**src/rtl/static_mem_ctrl.sv**
```systemverilog
module static_mem_ctrl #(
  parameter int NCS = 6,
  parameter int AW  = 26,
  parameter int CW  = 4,
  localparam int CSW = $clog2(NCS)
) (
  input  logic              clk,
  input  logic              rst_n,
  input  logic [2*NCS-1:0]  cfg_kind,
  input  logic [NCS-1:0]    cfg_wide,
  input  logic [CW*NCS-1:0] cfg_strobe,
  input  logic [CW*NCS-1:0] cfg_recov,
  input  logic              req_valid,
  output logic              req_ready,
  input  logic              req_write,
  input  logic [CSW-1:0]    req_cs,
  input  logic [AW-1:0]     req_addr,
  input  logic [1:0]        req_size,
  input  logic [31:0]       req_wdata,
  output logic [31:0]       rsp_rdata,
  output logic [NCS-1:0]    mem_cs_n,
  output logic [AW-1:0]     mem_addr,
  output logic [3:0]        mem_be_n,
  output logic              mem_oe_n,
  output logic              mem_we_n,
  output logic              mem_pwe_n,
  output logic [31:0]       mem_wdata,
  output logic              mem_wdata_en,
  input  logic [31:0]       mem_rdata,
  input  logic              mem_rdy
);
  localparam logic [1:0] KIND_VLIO = 2'd2;

  typedef enum logic [2:0] {S_IDLE, S_SETUP, S_STROBE, S_DONE, S_RECOV} state_t;
  state_t state;

  logic [CSW-1:0] r_cs;
  logic [AW-1:0]  r_addr;
  logic [1:0]     r_size;
  logic           r_wr;
  logic [31:0]    r_wdata;
  logic [CW-1:0]  cnt;

  logic [1:0]    kind;
  logic          wide;
  logic [CW-1:0] stb_len, rcv_len;

  always_comb begin
    kind = 2'd0; wide = 1'b1; stb_len = '0; rcv_len = '0;
    for (int i = 0; i < NCS; i++) begin
      if (r_cs == CSW'(i)) begin
        kind    = cfg_kind[2*i +: 2];
        wide    = cfg_wide[i];
        stb_len = cfg_strobe[CW*i +: CW];
        rcv_len = cfg_recov[CW*i +: CW];
      end
    end
  end

  wire busy   = (state == S_SETUP) || (state == S_STROBE);
  wire strobe = (state == S_STROBE);
  wire vlio   = (kind == KIND_VLIO);

  always_ff @(posedge clk or negedge rst_n) begin
    if (!rst_n) begin
      state     <= S_IDLE;
      r_cs      <= '0;
      r_addr    <= '0;
      r_size    <= '0;
      r_wr      <= 1'b0;
      r_wdata   <= '0;
      cnt       <= '0;
      rsp_rdata <= '0;
    end else begin
      case (state)
        S_IDLE: if (req_valid) begin
          r_cs    <= req_cs;
          r_addr  <= req_addr;
          r_size  <= req_size;
          r_wr    <= req_write;
          r_wdata <= req_wdata;
          state   <= S_SETUP;
        end
        S_SETUP: begin
          cnt   <= stb_len;
          state <= S_STROBE;
        end
        S_STROBE: begin
          if (cnt != '0) cnt <= cnt - 1'b1;
          else if (!vlio || mem_rdy) begin
            if (!r_wr) rsp_rdata <= wide ? mem_rdata : {16'h0, mem_rdata[15:0]};
            state <= S_DONE;
          end
        end
        S_DONE: begin
          cnt   <= rcv_len;
          state <= (rcv_len == '0) ? S_IDLE : S_RECOV;
        end
        S_RECOV: begin
          if (cnt <= 1) state <= S_IDLE;
          else cnt <= cnt - 1'b1;
        end
        default: state <= S_IDLE;
      endcase
    end
  end

  for (genvar g = 0; g < NCS; g++) begin : g_cs
    assign mem_cs_n[g] = !(busy && r_cs == CSW'(g));
  end

  assign req_ready    = (state == S_DONE);
  assign mem_oe_n     = !(strobe && !r_wr);
  assign mem_we_n     = !(strobe && r_wr && !vlio);
  assign mem_pwe_n    = !(strobe && r_wr && vlio);
  assign mem_wdata    = r_wdata;
  assign mem_wdata_en = busy && r_wr;

  always_comb begin
    mem_addr = r_addr;
    mem_be_n = 4'b0000;
    if (!r_wr) begin
      mem_addr[0] = 1'b0;
      if (wide) mem_addr[1] = 1'b0;
    end else if (wide) begin
      case (r_size)
        2'd0:    mem_be_n = ~(4'b0001 << r_addr[1:0]);
        2'd1:    mem_be_n = r_addr[1] ? 4'b0011 : 4'b1100;
        default: mem_be_n = 4'b0000;
      endcase
    end else begin
      mem_be_n[3:2] = 2'b11;
      if (r_size == 2'd0) mem_be_n[1:0] = r_addr[0] ? 2'b01 : 2'b10;
    end
  end
endmodule


```
**config.mk**
```make
export PLATFORM = sky130hd
export DESIGN_NAME = static_mem_ctrl
export DESIGN_NICKNAME = d
export VERILOG_FILES = /design/src/rtl/static_mem_ctrl.sv
export SDC_FILE = /design/constraint.sdc
export NUM_CORES = 1
export LEC_CHECK = 0
export ABC_CLOCK_PERIOD_IN_PS = 2270
export BUFFER_PORTS_ARGS = -buffer_cell sky130_fd_sc_hd__buf_2
export CORE_MARGIN = 4
export CORE_UTILIZATION = 46
export CTS_CLUSTER_SIZE = 14
export DETAILED_ROUTE_END_ITERATION = 8
export GPL_TIMING_DRIVEN = 0
export HOLD_SLACK_MARGIN = 0.08
export PLACE_DENSITY = 0.81
export SLEW_MARGIN = 10
export SYNTH_ARGS = -nofsm -noshare
export SYNTH_HDL_FRONTEND = slang
export SYNTH_SLANG_ARGS = --single-unit
```
**constraint.sdc**
```tcl
create_clock -name clk -period 2.27 [get_ports clk]
set_input_delay 0.1135 -clock clk [delete_from_list [all_inputs] [get_ports clk]]
set_output_delay 0.1135 -clock clk [all_outputs]
set_load 0.1 [all_outputs]
```
Word-level counts from Yosys, hierarchy flattened --
Index checks and enable logic that the tools add are counted.
Operators by class: add/subtract/negate cells 1, multipliers 0, divide/modulo/power cells 0, order comparisons 1, eq/ne operators 17, shift operators 1, multiplexer cells 42, bitwise gates (word level) 3, reduce and logical (&&, ||, !) cells 34
Operators by type and width (number):
- 2-to-1 mux 4 bit | 17
- 2-to-1 mux 32 bit | 1
- 2-to-1 mux 2 bit | 9
- one-hot mux 4 bit (4 select lines) | 1
- 2-to-1 mux 3 bit | 5
- one-hot mux 3 bit (5 select lines) | 1
- equality test 3 x 2 -> 1 bit, second input constant | 4
- logical AND 1 bit | 11
- zero test 1 bit | 11
- equality test 3 bit, second input constant | 3
- != test 2 bit, second input constant | 4
- one-hot mux 4 bit (2 select lines) | 1
- AND reduction 4 bit | 2
- nonzero test 4 bit | 2
- 2-to-1 mux 1 bit | 7
- equality test 3 x 1 -> 1 bit, second input constant | 2
- zero test 3 bit | 2
- less-or-equal comparator 4 x 1 -> 1 bit, second input constant | 1
- zero test 4 bit | 1
- != test 2 x 1 -> 1 bit, second input constant | 2
- inverter 4 bit | 1
- left shift 1 x 2 -> 4 bit, first input constant | 1
- subtractor 4 x 1 -> 4 bit, second input constant | 1
- AND reduction 3 bit | 1
- other kinds (6) | 8
Storage, ports and cells: bits in registers 103, latch bits 0, bits in writable memories 0, memory bits (read-only) 0, logic and storage cells 107, memories kept 0

Logic depth before layout (Yosys ltp) --
depth after elaboration 13, depth in mapped cells 8, depth with buffers taken out 6

Worst setup path before layout --
OpenSTA, ideal clock, no wires.
kind register to output, start point register r_cs[0], end point output mem_be_n[0], arrival time 2453 ps, data required time 2156 ps, setup slack -296 ps, stages on the path, launching flop included 7, buffers on the path 2, path through dfrtp_1 -> buf_6 -> buf_2 -> mux2i_1 -> nand2_1 -> nand3_1 -> a21oi_1
On the way: word-level cells in the longest chain between the ends 9
RTL lines:
- from (decl) | line 37 | logic [CSW-1:0] r_cs;
- from (signal assigned) | line 77 | r_cs <= req_cs;
- zero test 3 bit | line 51 | if (r_cs == CSW'(i)) begin
- 2-to-1 mux 1 bit (5 in a row) | line 51
- 2-to-1 mux 1 bit * | line 51
- 2-to-1 mux 4 bit * | line 125 | end else if (wide) begin
- 2-to-1 mux 4 bit * | line 122 | if (!r_wr) begin
- to (decl) | line 23 | output logic [3:0] mem_be_n,
Mark *: on every way between the ends. The rest lies on a longest branch, timed or not.

Final worst setup path --
start point register r_cs[2], end point output mem_cs_n[1]
On the way: word-level cells in the longest chain between the ends 3
RTL lines:
- equality test 3 x 1 -> 1 bit | line 109 | assign mem_cs_n[g] = !(busy && r_cs == CSW'(g));
- logical AND 1 bit | line 109
- zero test 1 bit | line 109
- to (decl) | line 21 | output logic [NCS-1:0] mem_cs_n,
Every way passes these cells.

==> impl_metrics.py <==
metrics = {
    "die": {
        "die_x_um": 114,
        "die_area_um2": 13000,
        "core_area_um2": 10900,
        "io_pins": 271,
        "row_count": 38,
        "start_util_pct": 47.4,
        "die-height_um": 114,
    },
    "synth": {
        "synth_nets": 592,
        "synth_area_leader_cell": "dfrtp_1",
        "synthArstFlopShare_pct": 100,
        "synth_edf_count": 0,
        "ys_seq_area_share_pct": 49.7,
        "synthTopCellsByArea": "dfrtp_1 (50%), mux2_2 (16%), buf_4 (3.5%)",
        "yosysUniqueCellTypes": 50,
        "synthesis.area_um2": 5180,
        "synthMostInstantiatedCell": "dfrtp_1",
        "ys_seq_elements": 103,
        "synth_common_cells": "dfrtp_1 (103), mux2_2 (72), nand2_1 (28)",
        "synth_top_area_share_pct": 49.7,
        "synth_area_per_cell_um2": 12.2,
        "synthCells": 424,
        "ys.flop_type": "dfrtp_1",
        "synth_warnings": 0,
    },
    "cts": {
        "insertion_delay_ps": 340,
        "cts_buffers": 9,
        "clkSinkCount": 103,
        "cts_max_level": 3,
        "tritoncts": "done",
        "cts_root_buf": "clkbuf_16",
        "cts_buffer_depth": 2,
        "path_clk_slew_ps": 70,
    },
    "placed_design": {
        "placed_area_um2": 6750,
        "placement.io_buffers": 270,
        "dpl.hpwl_mm": 12.3,
        "place_congestion": 0.893,
    },
    "grt": {
        "antenna_found_initial": 1,
        "grt_pass1_wl_mm": 28.0,
        "grt_max_degree": 54,
        "overflow": 0,
        "grt_pass1_vias": 5490,
        "track_usage_pct": 27.8,
    },
    "layout": {
        "stdcell_area_um2": 8160,
        "nets": 976,
        "drive_above_1_share_pct": 53.6,
        "area_growth_syn_to_layout_pct": 57.5,
    },
    "routing": {
        "via_per_inst": 5.19,
        "drt-wirelength-per-cell_um": 19.1,
        "drt_iter0_drc": 214,
        "ant_nets": 0,
        "drc_errors": 0,
        "wirelength_mm": 18.2,
        "dr_total_vias": 4956,
        "drt_pre_antenna_iters": 4,
    },
    "critical_path": {
        "required_ps": 2160,
        "arrival_ps": 2080,
        "cp-start-kind": "register",
        "worst-r2r-cell-count": 7,
        "cpMaxStageDelayCell": "buf_1",
        "path_cells": "buf_4 > buf_1 > nor3_1 > nand2_1 > buf_2",
        "crit_buf_inv": 3,
        "rr_endpoint": "rsp_rdata[15]",
        "slowest_delay_ps": 480,
        "reg2reg_slack_ps": 90,
        "crit_type": "reg2out",
        "critical_path.top_delay_family": "buffers and inverters",
        "crit_fanout": 10,
        "crit_path_end_kind": "output pin",
        "reg2reg_from": "r_cs[0]",
    },
    "sta": {
        "hold_violations": 0,
        "finalSetupViolations": 0,
        "max_freq_mhz": 456,
        "timing.final.crit_share_pct": 96.6,
        "finalCriticalPeriod_ps": 2190,
        "slew_violations": 0,
        "worst_slew_pin_slew_ps": 691,
        "relSlewSlack_pct": 53.9,
        "rsz0062_at_grt": "false",
        "finClkSkew_ps": 9.57,
    },
    "flow_run": {
        "maxCapViolCount": 0,
    },
    "run_status": {
        "status": "complete, no violations",
    },
    "hold_path": {
        "hold_depth": 3,
        "worstHoldPathType": "in2reg",
        "min_to": "cnt[2]",
        "hold_start": "cfg_strobe[22]",
    },
}
-- metal layers --
metal  global-route usage [%]  vias up  share of wire (%)
li1                         -     2247                  -
met1                     29.5     2391                 36
met2                     50.8      257                 52
met3                     6.82       61                8.0
met4                     14.1        0                4.1
met5                        0        -                  0
-- worst max-delay path by stage --
stage / start / to / depth (start not counted)
3_5_place_dp: r_cs[2] / mem_be_n[3] / 7
6_report: r_cs[2] / mem_cs_n[1] / 5
4_1_cts: r_cs[0] / mem_be_n[3] / 8
5_1_grt: state[2] / cnt[3] / 5
3_3_place_gp: r_cs[2] / mem_be_n[2] / 7
2_1_floorplan: state[2] / cnt[1] / 6
-- kinds of logic after synthesis --
family	after synthesis	share of synthesized area, %
XOR/XNOR	2	0.338
flip-flops	103	49.7
adder cells (fa/ha/maj)	2	0.483
AO/OA/AOI/OAI	61	10.5
buffers and inverters	75	8.33
AND/OR/NAND/NOR	80	8.35
multiplexers	101	22.3
-- through the flow --
step | instances | TNS, ps | hold WS [ps] | setup slack, ps | util, %
6_report | 954 | 0 | 181 | 77.9 | 74.7
5_1_grt | 954 | 0 | 193 | 1.40 | 74.7
4_1_cts | 952 | 0 | 80.4 | 6.20 | 74.4
3_5_place_dp | 835 | -1500 | 196 | -331 | 61.7
3_3_place_gp | 834 | -832 | 325 | -284 | 61.5
2_1_floorplan | 424 | 0 | -182 | 200 | -
-- cell usage in the layout, fill, tap and decap left out, types with 4 or more instances in the layout --
cell and instances:
dlygate4sd3_1 97, nand2_1 27, nor2_1 11, o221ai_1 4, buf_4 37, dfrtp_1 103
nand2b_1 4, clkbuf_16 9, nand3_1 6, o32ai_1 7, a21oi_1 8, o32ai_2 9
buf_6 8, mux2_2 72, inv_1 26, nor2b_1 7, nor3b_1 4, buf_2 270
o21ai_0 6, mux2_1 13, mux2i_1 13
-- area by class of cell --
class / instances / area (µm²)
inverters: 26 / 97.6
plain buffers: 48 / 345
repair buffers: 374 / 2430
well taps: 140 / 175
clock buffers: 10 / 239
flip-flops and latches: 103 / 2580
fillers: 699 / 2770
diodes: 1 / 2.50
multi-input cells: 246 / 2220
clock inverters: 6 / 75.1
-- registers in the layout (all words and copies together) (netlist names) --
signal,cells
r_cs,3
r_addr,26
r_size,2
mem_wdata,32
r_wr,1
rsp_rdata,32
state,3
cnt,4
-- what timing repair did --
action                                  CTS  global route
buffers inserted                          5             1
cloned                                    0             0
endpoints found under the setup margin   36            41
endpoints found under the hold margin   147             1
resized for setup                        22             4
pin swaps                                 2             1
hold buffers                             96             1
-- worst reg2reg max path: cells and delay by family (launching register included) --
kind	cells	cell delay [ps]
buffers and inverters	3	480
AO/OA/AOI/OAI	2	460
AND/OR/NAND/NOR	1	430
flip-flops	1	370
multiplexers	1	320
Power is left out: the tool's default activity adds up to more than one toggle a clock period on the data nets, which glitch-free logic cannot reach.
